$ cat config.mk
export PLATFORM = sky130hd
export DESIGN_NAME = banked_clock_mapper
export DESIGN_NICKNAME = d
export VERILOG_FILES = /design/src/rtl/mapper_pkg.sv /design/src/rtl/mapper_rtc_counter.sv /design/src/rtl/mapper_bank_regs.sv /design/src/rtl/mapper_latch_ctrl.sv /design/src/rtl/banked_clock_mapper.sv
export SDC_FILE = /design/constraint.sdc
export NUM_CORES = 1
export LEC_CHECK = 0
export ABC_CLOCK_PERIOD_IN_PS = 3400
export BUFFER_PORTS_ARGS = -buffer_cell sky130_fd_sc_hd__buf_2
export CAP_MARGIN = 15
export CORE_ASPECT_RATIO = 0.9
export CORE_MARGIN = 2
export CORE_UTILIZATION = 40
export CTS_CLUSTER_SIZE = 30
export DETAILED_ROUTE_END_ITERATION = 12
export PLACE_DENSITY_LB_ADDON = 0.12
export SLEW_MARGIN = 20
export SYNTH_ARGS = -nofsm -noshare
export SYNTH_HDL_FRONTEND = slang
export SYNTH_HIERARCHICAL = 1
export SYNTH_SLANG_ARGS = --single-unit
$ cat constraint.sdc
create_clock -name clk -period 3.4 [get_ports clk]
set_clock_uncertainty 0.15 [all_clocks]
set_input_delay 0.68 -clock clk [delete_from_list [all_inputs] [get_ports clk]]
set_output_delay 0.68 -clock clk [all_outputs]
set_load 0.02 [all_outputs]
$ cat src/rtl/mapper_pkg.sv
package mapper_pkg;

    localparam logic [2:0] REGION_ENABLE = 3'd0;
    localparam logic [2:0] REGION_ROM    = 3'd1;
    localparam logic [2:0] REGION_SEL    = 3'd2;
    localparam logic [2:0] REGION_LATCH  = 3'd3;

    localparam logic [7:0] KEY_ENABLE  = 8'h0A;
    localparam logic [7:0] KEY_DISABLE = 8'h00;

    localparam int CLK_REGS = 5;
    localparam int IDX_W    = $clog2(CLK_REGS);
    localparam int DAY_W    = 9;

    typedef enum logic {
        SEL_RAM   = 1'b0,
        SEL_CLOCK = 1'b1
    } sel_state_e;

    typedef enum logic {
        LATCH_OPEN = 1'b0,
        LATCH_HELD = 1'b1
    } latch_state_e;

    typedef struct packed {
        logic [7:0]       sec;
        logic [7:0]       min;
        logic [7:0]       hr;
        logic [DAY_W-1:0] day;
    } live_time_t;

endpackage

$ cat src/rtl/mapper_rtc_counter.sv
module mapper_rtc_counter
    import mapper_pkg::*;
#(
    parameter int SEC_MOD = 60,
    parameter int MIN_MOD = 60,
    parameter int HR_MOD  = 24
) (
    input  logic       clk,
    input  logic       rst_n,
    input  logic       tick,
    output live_time_t now
);

    localparam logic [7:0] SEC_LAST = 8'(SEC_MOD - 1);
    localparam logic [7:0] MIN_LAST = 8'(MIN_MOD - 1);
    localparam logic [7:0] HR_LAST  = 8'(HR_MOD - 1);

    live_time_t now_q;
    live_time_t now_d;

    always_comb begin
        now_d = now_q;
        if (tick) begin
            if (now_q.sec != SEC_LAST) begin
                now_d.sec = now_q.sec + 8'd1;
            end else begin
                now_d.sec = 8'd0;
                if (now_q.min != MIN_LAST) begin
                    now_d.min = now_q.min + 8'd1;
                end else begin
                    now_d.min = 8'd0;
                    if (now_q.hr != HR_LAST) begin
                        now_d.hr = now_q.hr + 8'd1;
                    end else begin
                        now_d.hr  = 8'd0;
                        now_d.day = now_q.day + 1'b1;
                    end
                end
            end
        end
    end

    always_ff @(posedge clk) begin
        if (!rst_n) begin
            now_q <= '0;
        end else begin
            now_q <= now_d;
        end
    end

    assign now = now_q;

endmodule

$ cat src/rtl/mapper_bank_regs.sv
module mapper_bank_regs
    import mapper_pkg::*;
#(
    parameter int ROM_W  = 7,
    parameter int RAMB_W = 2
) (
    input  logic              clk,
    input  logic              rst_n,
    input  logic              wr_en,
    input  logic [2:0]        wr_region,
    input  logic [7:0]        wr_data,
    output logic              ram_en,
    output logic [ROM_W-1:0]  rom_bank,
    output logic [RAMB_W-1:0] ram_bank,
    output logic              clk_access,
    output logic [IDX_W-1:0]  clk_idx
);

    localparam logic [7:0] RAM_LIMIT = 8'(1 << RAMB_W);
    localparam logic [7:0] CLK_FIRST = 8'h08;
    localparam logic [7:0] CLK_LAST  = 8'(8 + CLK_REGS - 1);

    sel_state_e        sel_q, sel_d;
    logic              en_q, en_d;
    logic [ROM_W-1:0]  rom_q, rom_d;
    logic [RAMB_W-1:0] bank_q, bank_d;
    logic [IDX_W-1:0]  idx_q, idx_d;

    logic hit_en, hit_rom, hit_sel;
    logic pick_ram, pick_clk;

    assign hit_en   = wr_en && (wr_region == REGION_ENABLE);
    assign hit_rom  = wr_en && (wr_region == REGION_ROM);
    assign hit_sel  = wr_en && (wr_region == REGION_SEL);
    assign pick_ram = hit_sel && (wr_data < RAM_LIMIT);
    assign pick_clk = hit_sel && (wr_data >= CLK_FIRST) && (wr_data <= CLK_LAST);

    // Selector state machine: next state
    always_comb begin
        sel_d = sel_q;
        unique case (sel_q)
            SEL_RAM: begin
                if (pick_clk) sel_d = SEL_CLOCK;
            end
            SEL_CLOCK: begin
                if (pick_ram) sel_d = SEL_RAM;
            end
            default: sel_d = SEL_RAM;
        endcase
    end

    // Data registers: next values
    always_comb begin
        en_d   = en_q;
        rom_d  = rom_q;
        bank_d = bank_q;
        idx_d  = idx_q;
        if (hit_en) begin
            if (wr_data == KEY_ENABLE)  en_d = 1'b1;
            if (wr_data == KEY_DISABLE) en_d = 1'b0;
        end
        if (hit_rom) begin
            rom_d = (wr_data[ROM_W-1:0] == '0) ? ROM_W'(1) : wr_data[ROM_W-1:0];
        end
        if (pick_ram) bank_d = wr_data[RAMB_W-1:0];
        if (pick_clk) idx_d  = IDX_W'(wr_data - CLK_FIRST);
    end

    always_ff @(posedge clk) begin
        if (!rst_n) begin
            sel_q  <= SEL_RAM;
            en_q   <= 1'b0;
            rom_q  <= ROM_W'(1);
            bank_q <= '0;
            idx_q  <= '0;
        end else begin
            sel_q  <= sel_d;
            en_q   <= en_d;
            rom_q  <= rom_d;
            bank_q <= bank_d;
            idx_q  <= idx_d;
        end
    end

    assign ram_en     = en_q;
    assign rom_bank   = rom_q;
    assign ram_bank   = bank_q;
    assign clk_access = (sel_q == SEL_CLOCK);
    assign clk_idx    = idx_q;

endmodule

$ cat src/rtl/mapper_latch_ctrl.sv
module mapper_latch_ctrl
    import mapper_pkg::*;
#(
    parameter logic [3:0] CTRL_HI_INIT = 4'h0
) (
    input  logic                      clk,
    input  logic                      rst_n,
    input  logic                      cmd_valid,
    input  logic [7:0]                cmd_data,
    input  live_time_t                now,
    output logic                      held,
    output logic [CLK_REGS-1:0][7:0]  snap
);

    latch_state_e state_q, state_d;
    logic         take;
    logic [CLK_REGS-1:0][7:0] snap_q;

    // Latch state machine: next state and snapshot strobe
    always_comb begin
        state_d = state_q;
        take    = 1'b0;
        unique case (state_q)
            LATCH_OPEN: begin
                if (cmd_valid && cmd_data == 8'd1) begin
                    state_d = LATCH_HELD;
                    take    = 1'b1;
                end
            end
            LATCH_HELD: begin
                if (cmd_valid && cmd_data == 8'd0) begin
                    state_d = LATCH_OPEN;
                end
            end
            default: state_d = LATCH_OPEN;
        endcase
    end

    always_ff @(posedge clk) begin
        if (!rst_n) begin
            state_q <= LATCH_OPEN;
        end else begin
            state_q <= state_d;
        end
    end

    // Shadow bytes, loaded only on the snapshot strobe
    always_ff @(posedge clk) begin
        if (!rst_n) begin
            snap_q    <= '0;
            snap_q[4] <= {CTRL_HI_INIT, 4'h0};
        end else if (take) begin
            snap_q[0] <= now.sec;
            snap_q[1] <= now.min;
            snap_q[2] <= now.hr;
            snap_q[3] <= now.day[7:0];
            snap_q[4] <= {snap_q[4][7:4], 3'b000, now.day[8]};
        end
    end

    assign held = (state_q == LATCH_HELD);
    assign snap = snap_q;

endmodule

$ cat src/rtl/banked_clock_mapper.sv
module banked_clock_mapper
    import mapper_pkg::*;
#(
    parameter int         SEC_MOD      = 60,
    parameter int         MIN_MOD      = 60,
    parameter int         HR_MOD       = 24,
    parameter logic [3:0] CTRL_HI_INIT = 4'h0
) (
    input  logic       clk,
    input  logic       rst_n,
    input  logic       wr_en,
    input  logic [2:0] wr_region,
    input  logic [7:0] wr_data,
    input  logic       sec_tick,
    input  logic [7:0] ram_rdata,
    output logic       ram_en,
    output logic [6:0] rom_bank,
    output logic [1:0] ram_bank,
    output logic       clk_access,
    output logic       snap_held,
    output logic [7:0] ext_rdata
);

    live_time_t               live;
    logic [IDX_W-1:0]         clk_idx;
    logic [CLK_REGS-1:0][7:0] snap_q;
    logic                     latch_cmd;
    logic [7:0]               clk_byte;

    assign latch_cmd = wr_en && (wr_region == REGION_LATCH);

    mapper_rtc_counter #(
        .SEC_MOD (SEC_MOD),
        .MIN_MOD (MIN_MOD),
        .HR_MOD  (HR_MOD)
    ) u_counter (
        .clk   (clk),
        .rst_n (rst_n),
        .tick  (sec_tick),
        .now   (live)
    );

    mapper_bank_regs #(
        .ROM_W  (7),
        .RAMB_W (2)
    ) u_regs (
        .clk        (clk),
        .rst_n      (rst_n),
        .wr_en      (wr_en),
        .wr_region  (wr_region),
        .wr_data    (wr_data),
        .ram_en     (ram_en),
        .rom_bank   (rom_bank),
        .ram_bank   (ram_bank),
        .clk_access (clk_access),
        .clk_idx    (clk_idx)
    );

    mapper_latch_ctrl #(
        .CTRL_HI_INIT (CTRL_HI_INIT)
    ) u_latch (
        .clk       (clk),
        .rst_n     (rst_n),
        .cmd_valid (latch_cmd),
        .cmd_data  (wr_data),
        .now       (live),
        .held      (snap_held),
        .snap      (snap_q)
    );

    always_comb begin
        clk_byte = 8'hFF;
        for (int i = 0; i < CLK_REGS; i++) begin
            if (clk_idx == IDX_W'(i)) clk_byte = snap_q[i];
        end
    end

    always_comb begin
        if (clk_access)  ext_rdata = clk_byte;
        else if (ram_en) ext_rdata = ram_rdata;
        else             ext_rdata = 8'hFF;
    end

endmodule

### Yosys cells after proc, flatten, opt, wreduce, memory -nomap -nowiden

Cells that the tools add are included.

| cells by class | value |
|---|---|
| reduce and logical (&&, ||, !) cells | 18 |
| order comparisons | 3 |
| add/sub/neg operators | 5 |
| bitwise logic cells | 5 |
| mux-type cells | 20 |
| eq/ne operators | 12 |

Operators with widths:

| cell | number |
|---|---|
| 8-bit two-way mux | 10 |
| 8-bit by 1-bit adder with 8-bit output (second input constant) | 3 |
| 8-bit by 6-bit != test with 1-bit output (second input constant) | 2 |
| 3-bit by 2-bit equality test with 1-bit output (second input constant) | 4 |
| 9-bit by 1-bit adder with 9-bit output (second input constant) | 1 |
| 1-bit logical AND | 9 |
| 8-bit by 1-bit equality test with 1-bit output (second input constant) | 1 |
| 8-bit by 4-bit equality test with 1-bit output (second input constant) | 1 |
| 8-bit by 4-bit >= comparator with 1-bit output (second input constant) | 1 |
| 8-bit by 4-bit less-or-equal comparator with 1-bit output (second input constant) | 1 |
| 8-bit logical NOT | 1 |
| 8-bit by 3-bit < comparator with 1-bit output (second input constant) | 1 |
| 8-bit by 5-bit != test with 1-bit output (second input constant) | 1 |
| 7-bit logical NOT | 1 |
| 1-bit two-way mux | 7 |
| 7-bit two-way mux | 1 |
| 3-bit by 1-bit equality test with 1-bit output (second input constant) | 2 |
| 3-bit logical NOT | 2 |
| 1-bit inverter | 5 |
| 1-bit one-hot mux with 2 select lines | 2 |
| 2-bit AND reduction | 2 |
| 4-bit AND reduction | 1 |
| 3-bit equality test (second input constant) | 1 |
| 3-bit AND reduction | 1 |
| other kinds (2) | 2 |

| storage, ports and cells | value |
|---|---|
| bits of input ports | 23 |
| bits in registers | 81 |
| output and inout bits | 20 |

### Depth between registers and ports, before layout

| logic depth | value |
|---|---|
| depth after elaboration | 7 |
| mapped depth | 7 |
| gate-level depth less buffers | 5 |

### Modules after synthesis

Netlist, hierarchy kept.

By module, submodules not included:

| module | cells each | sequential area each (um^2) | area each (um^2) | instances |
|---|---|---|---|---|
| mapper_rtc_counter | 182 | 660.6 | 1575.3 | 1 |
| mapper_latch_ctrl | 158 | 680.7 | 1441.4 | 1 |
| mapper_bank_regs | 72 | 280.3 | 655.6 | 1 |
| banked_clock_mapper | 42 | 0.0 | 505.5 | 1 |

### Worst setup path after synthesis

OpenSTA, ideal clock, no wires.

| timing | value |
|---|---|
| path kind | input-to-reg |
| start point | in wr_region[2] |
| end point | reg u_latch.snap_q, in the netlist u_latch/snap[10] |
| stages on the path | 5 |
| slack | 0.985 ns |
| path buffers | 1 |
| setup time | 0.072 ns |
| arrival time | 2.194 ns |
| required time | 3.178 ns |
| cells stage by stage | and4b_1 > or4b_4 > nor4_4 > buf_6 > mux2i_1 |

| between the ends | value |
|---|---|
| longest elaborated chain between the ends | 5 |

RTL lines:

| item | line | text |
|---|---|---|
| start: declaration | banked_clock_mapper.sv:12 | `input logic [2:0] wr_region,` |
| 3-bit by 2-bit equality test with 1-bit output | banked_clock_mapper.sv:30 | `assign latch_cmd = wr_en && (wr_region == REGION_LATCH);` |
| 1-bit logical AND | banked_clock_mapper.sv:30 |  |
| 1-bit logical AND | mapper_latch_ctrl.sv:25 | `if (cmd_valid && cmd_data == 8'd1) begin` |
| 1-bit two-way mux | mapper_latch_ctrl.sv:25 |  |
| 1-bit two-way mux | mapper_latch_ctrl.sv:23 | `unique case (state_q)` |
| end: declaration | mapper_latch_ctrl.sv:17 | `logic [CLK_REGS-1:0][7:0] snap_q;` |

Every way passes these cells.
A chain may end at the register's enable or synchronous reset.

### Final worst setup path

| timing | value |
|---|---|
| start point | reg u_regs.idx_q[2] (netlist: u_regs/clk_idx[2]) |
| end point | out ext_rdata[3] |

| between the ends | value |
|---|---|
| longest elaborated chain between the ends | 7 |
| elaborated cells on any way between the ends | 11 |

RTL lines:

| item | line | text |
|---|---|---|
| start: declaration | mapper_bank_regs.sv:27 | `logic [IDX_W-1:0] idx_q, idx_d;` |
| start signal: assignment | mapper_bank_regs.sv:81 | `idx_q <= idx_d;` |
| 3-bit logical NOT | banked_clock_mapper.sv:74 | `if (clk_idx == IDX_W'(i)) clk_byte = snap_q[i];` |
| 8-bit two-way mux (4 in a row) | banked_clock_mapper.sv:74 |  |
| 8-bit two-way mux (*) | banked_clock_mapper.sv:74 |  |
| 8-bit two-way mux (*) | banked_clock_mapper.sv:79 | `if (clk_access) ext_rdata = clk_byte;` |
| end: declaration | banked_clock_mapper.sv:21 | `output logic [7:0] ext_rdata` |

Mark *: on every way between the ends. The rest lies on a longest branch, timed or not.

==> flow_metrics.env <==
export IMPL_dp_hpwl_um=6508
export IMPL_die_w_um=111.7
export IMPL_max_slew_margin_rel_pct=55.97
export IMPL_post_route_period_util_pct=79.34
export IMPL_synthCells=454
export IMPL_fmax_mhz=370.7
export IMPL_synthDistinctLibCells=55
export IMPL_insertion_delay_ps=330
export IMPL_grt_pass1_wl_um=15200
export IMPL_cts_resized=0
export IMPL_clock_sinks=81
export IMPL_grt_overflow=0
export IMPL_detail_route_antenna_nets=0
export IMPL_clockBufferDepth=2
export IMPL_worstPathMaxFanout=8
export IMPL_io_pins=43
export IMPL_post_cts_buffers=0
export IMPL_yosysMostFrequentCell="nand2_1"
export IMPL_track_usage_pct=16.71
export IMPL_critical_path_reg2reg_startpoint="u_counter/now[13]"
export IMPL_finalMaxSlewViolations=0
export IMPL_clk_pin_slew_ps=60
export IMPL_yosysTopAreaCell="dfxtp_1"
export IMPL_setup_violations=0
export IMPL_io_buffers=42
export IMPL_firstDrtPassIters=6
export IMPL_antenna_cells=0
export IMPL_fill_cells=1008
export IMPL_first_global_vias=2925
export IMPL_worstMarginPinSlew_ps=660.4
export IMPL_reg2reg_to="u_counter/now[7]"
export IMPL_finalCriticalPeriod_ps=2698
export IMPL_seq_area_mm2=0.001622
export IMPL_synth_edf_count=0
export IMPL_synthTopCellsByCount="nand2_1 (100), dfxtp_1 (81), mux2i_1 (55)"
export IMPL_tns_ps=0
export IMPL_core_area_mm2=0.01020
export IMPL_async_flop_share_pct=0
export IMPL_synth_area_leaders="dfxtp_1 (39%), mux2i_1 (13%), nand2_1 (9.0%)"
export IMPL_avgSynthCellArea_um2=9.202
export IMPL_synth_seq_cells=81
export IMPL_power_leakage_nw=1.523
export IMPL_whs_endpoint="u_regs/rom_bank[4]"
export IMPL_worstHoldPathCells=2
export IMPL_nets=513
export IMPL_cts_tree="built"
export IMPL_critical_path_class="reg -> out"
export IMPL_start_kind="register"
export IMPL_dieArea_mm2=0.01128
export IMPL_root_buffer="clkbuf_16"
export IMPL_area_growth_pct=12.76
export IMPL_hp_class="reg -> reg"
export IMPL_synthFlopType="dfxtp_1"
export IMPL_wire_per_inst_um=15.09
export IMPL_rows=35
export IMPL_routed_via_density=5.302
export IMPL_final_hold_viol_count=0
export IMPL_hold_start="u_regs/rom_bank[4]"
export IMPL_grt_start_max_net_pins=74
export IMPL_synth_top_cell_area_share_pct=38.81
export IMPL_vias=3287
export IMPL_outcome="finished, final reports clean"
export IMPL_maxCapViolCount=0
export IMPL_required_ps=2570
export IMPL_wirelength_um=9355
export IMPL_layout_drive_gt1_share_pct=18.74
export IMPL_antenna_found_initial=0
export IMPL_drtIter0Drc=210
export IMPL_fp_dieH_um=101.0
export IMPL_peakVddDrop_uv=205.8
export IMPL_cp_arrival_ps=1870
export IMPL_final_util_pct=46.17
export IMPL_yosysWarnings=6
export IMPL_multi_input_area_mm2=0.002317
export IMPL_cts_htree_levels=3
export IMPL_cts_hold_buf=0
export IMPL_drc=0
export IMPL_synth_area_mm2=0.004178
export IMPL_yosysSeqAreaShare_pct=38.81
export IMPL_power_density_mw_per_mm2=437.1
export IMPL_end_kind="output port"
export IMPL_r2r_slack_ps=1190
export IMPL_start_util_pct=40.94
export IMPL_rsz0062_at_grt="no"
export IMPL_reg2reg_depth=4
export IMPL_cts_buffers=9
export IMPL_gp_congestion=0.8636
[cell type report]
cell class                 instances  share of cell area (%)
multi-input combinational        338                   49.19
sequential                        81                   34.42
timing repair buffer              48                   5.684
clock buffer                      11                   4.940
tap                              129                   3.426
clock inverter                     5                   1.700
inverter                           8                  0.6374
[metrics by stage]
| stage | setup slack (ps) | hold slack [ps] | std cells | cell area (um^2) | power (mW) |
|---|---|---|---|---|---|
| after global placement | 866.0 | 291.7 | 604 | 4398 | 1.062 |
| after CTS | 700.9 | 307.4 | 620 | 4711 | 2.085 |
| after global routing | 602.1 | 321.3 | 620 | 4711 | 2.137 |
| after detailed placement | 824.0 | 297.5 | 604 | 4398 | 1.063 |
| final | 702.4 | 304.9 | 620 | 4711 | 2.059 |
| after floorplan | 984.8 | 284.1 | 460 | 4200 | 1.031 |
[report_power, final]
group / internal, mW / switching (mW) / total, mW
clock network: 0.642 / 0.375 / 1.02
registers: 0.954 / 0.00502 / 0.959
logic: 0.0269 / 0.0565 / 0.0834
total: 1.62 / 0.436 / 2.06
[worst max-delay path, cell delays in order (launching register included)]
cell	delay, ps
dfxtp_1	410
nand4bb_1	470
o22ai_2	390
a221oi_2	80
buf_2	190
[cells by family after synthesis]
family / count (synthesis) / share of synthesized area (%)
DFF: 81 / 38.81
and+or+nand+nor: 194 / 25.16
muxes: 55 / 13.18
AOI/OAI and AO/OA: 65 / 12.58
adders and majority gates: 4 / 1.198
other: 1 / 0.08976
xor gates and xnor gates: 13 / 2.725
buffers and inverters: 41 / 6.259
[placed cells by master, fill, tap and decap left out, types with 8 or more instances in the layout]
cell type and instances:
nand2_1 100, clkbuf_16 9, buf_2 42, o21ai_0 8, mux2i_1 55, o22ai_2 8, nand3_1 10, nand4_1 10
nor2_1 15, a21oi_1 24, o31ai_1 10, dfxtp_1 81, or4_1 11, a221oi_2 9
[registers in the layout, summed over array words and instances, names as in the netlist]
name and cells:
u_counter/now 33, u_latch/held 1, u_latch/snap 33, u_regs/clk_access 1, u_regs/clk_idx 3, u_regs/ram_bank 2
u_regs/ram_en 1, u_regs/rom_bank 7
[per-layer routing]
layer	up-vias	part of all wire, %	track usage [%]
li1	1680	-	-
met1	1543	53	24.74
met2	58	43	23.68
met3	6	3.3	4.029
met4	0	0.90	5.508
met5	-	0	0
[how the worst max path moves through the flow]
stage | startpoint | end | slack (ps) | cells after the start
floorplan | wr_region[2] | u_latch/snap[10] | 980 | 5
global placement | wr_region[2] | u_latch/snap[27] | 870 | 6
detailed placement | wr_region[2] | u_latch/snap[11] | 820 | 6
CTS | u_regs/clk_idx[2] | ext_rdata[3] | 700 | 4
global route | u_regs/clk_idx[2] | ext_rdata[3] | 600 | 4
finish | u_regs/clk_idx[2] | ext_rdata[3] | 700 | 4
Power figures use the tool's default switching activity.
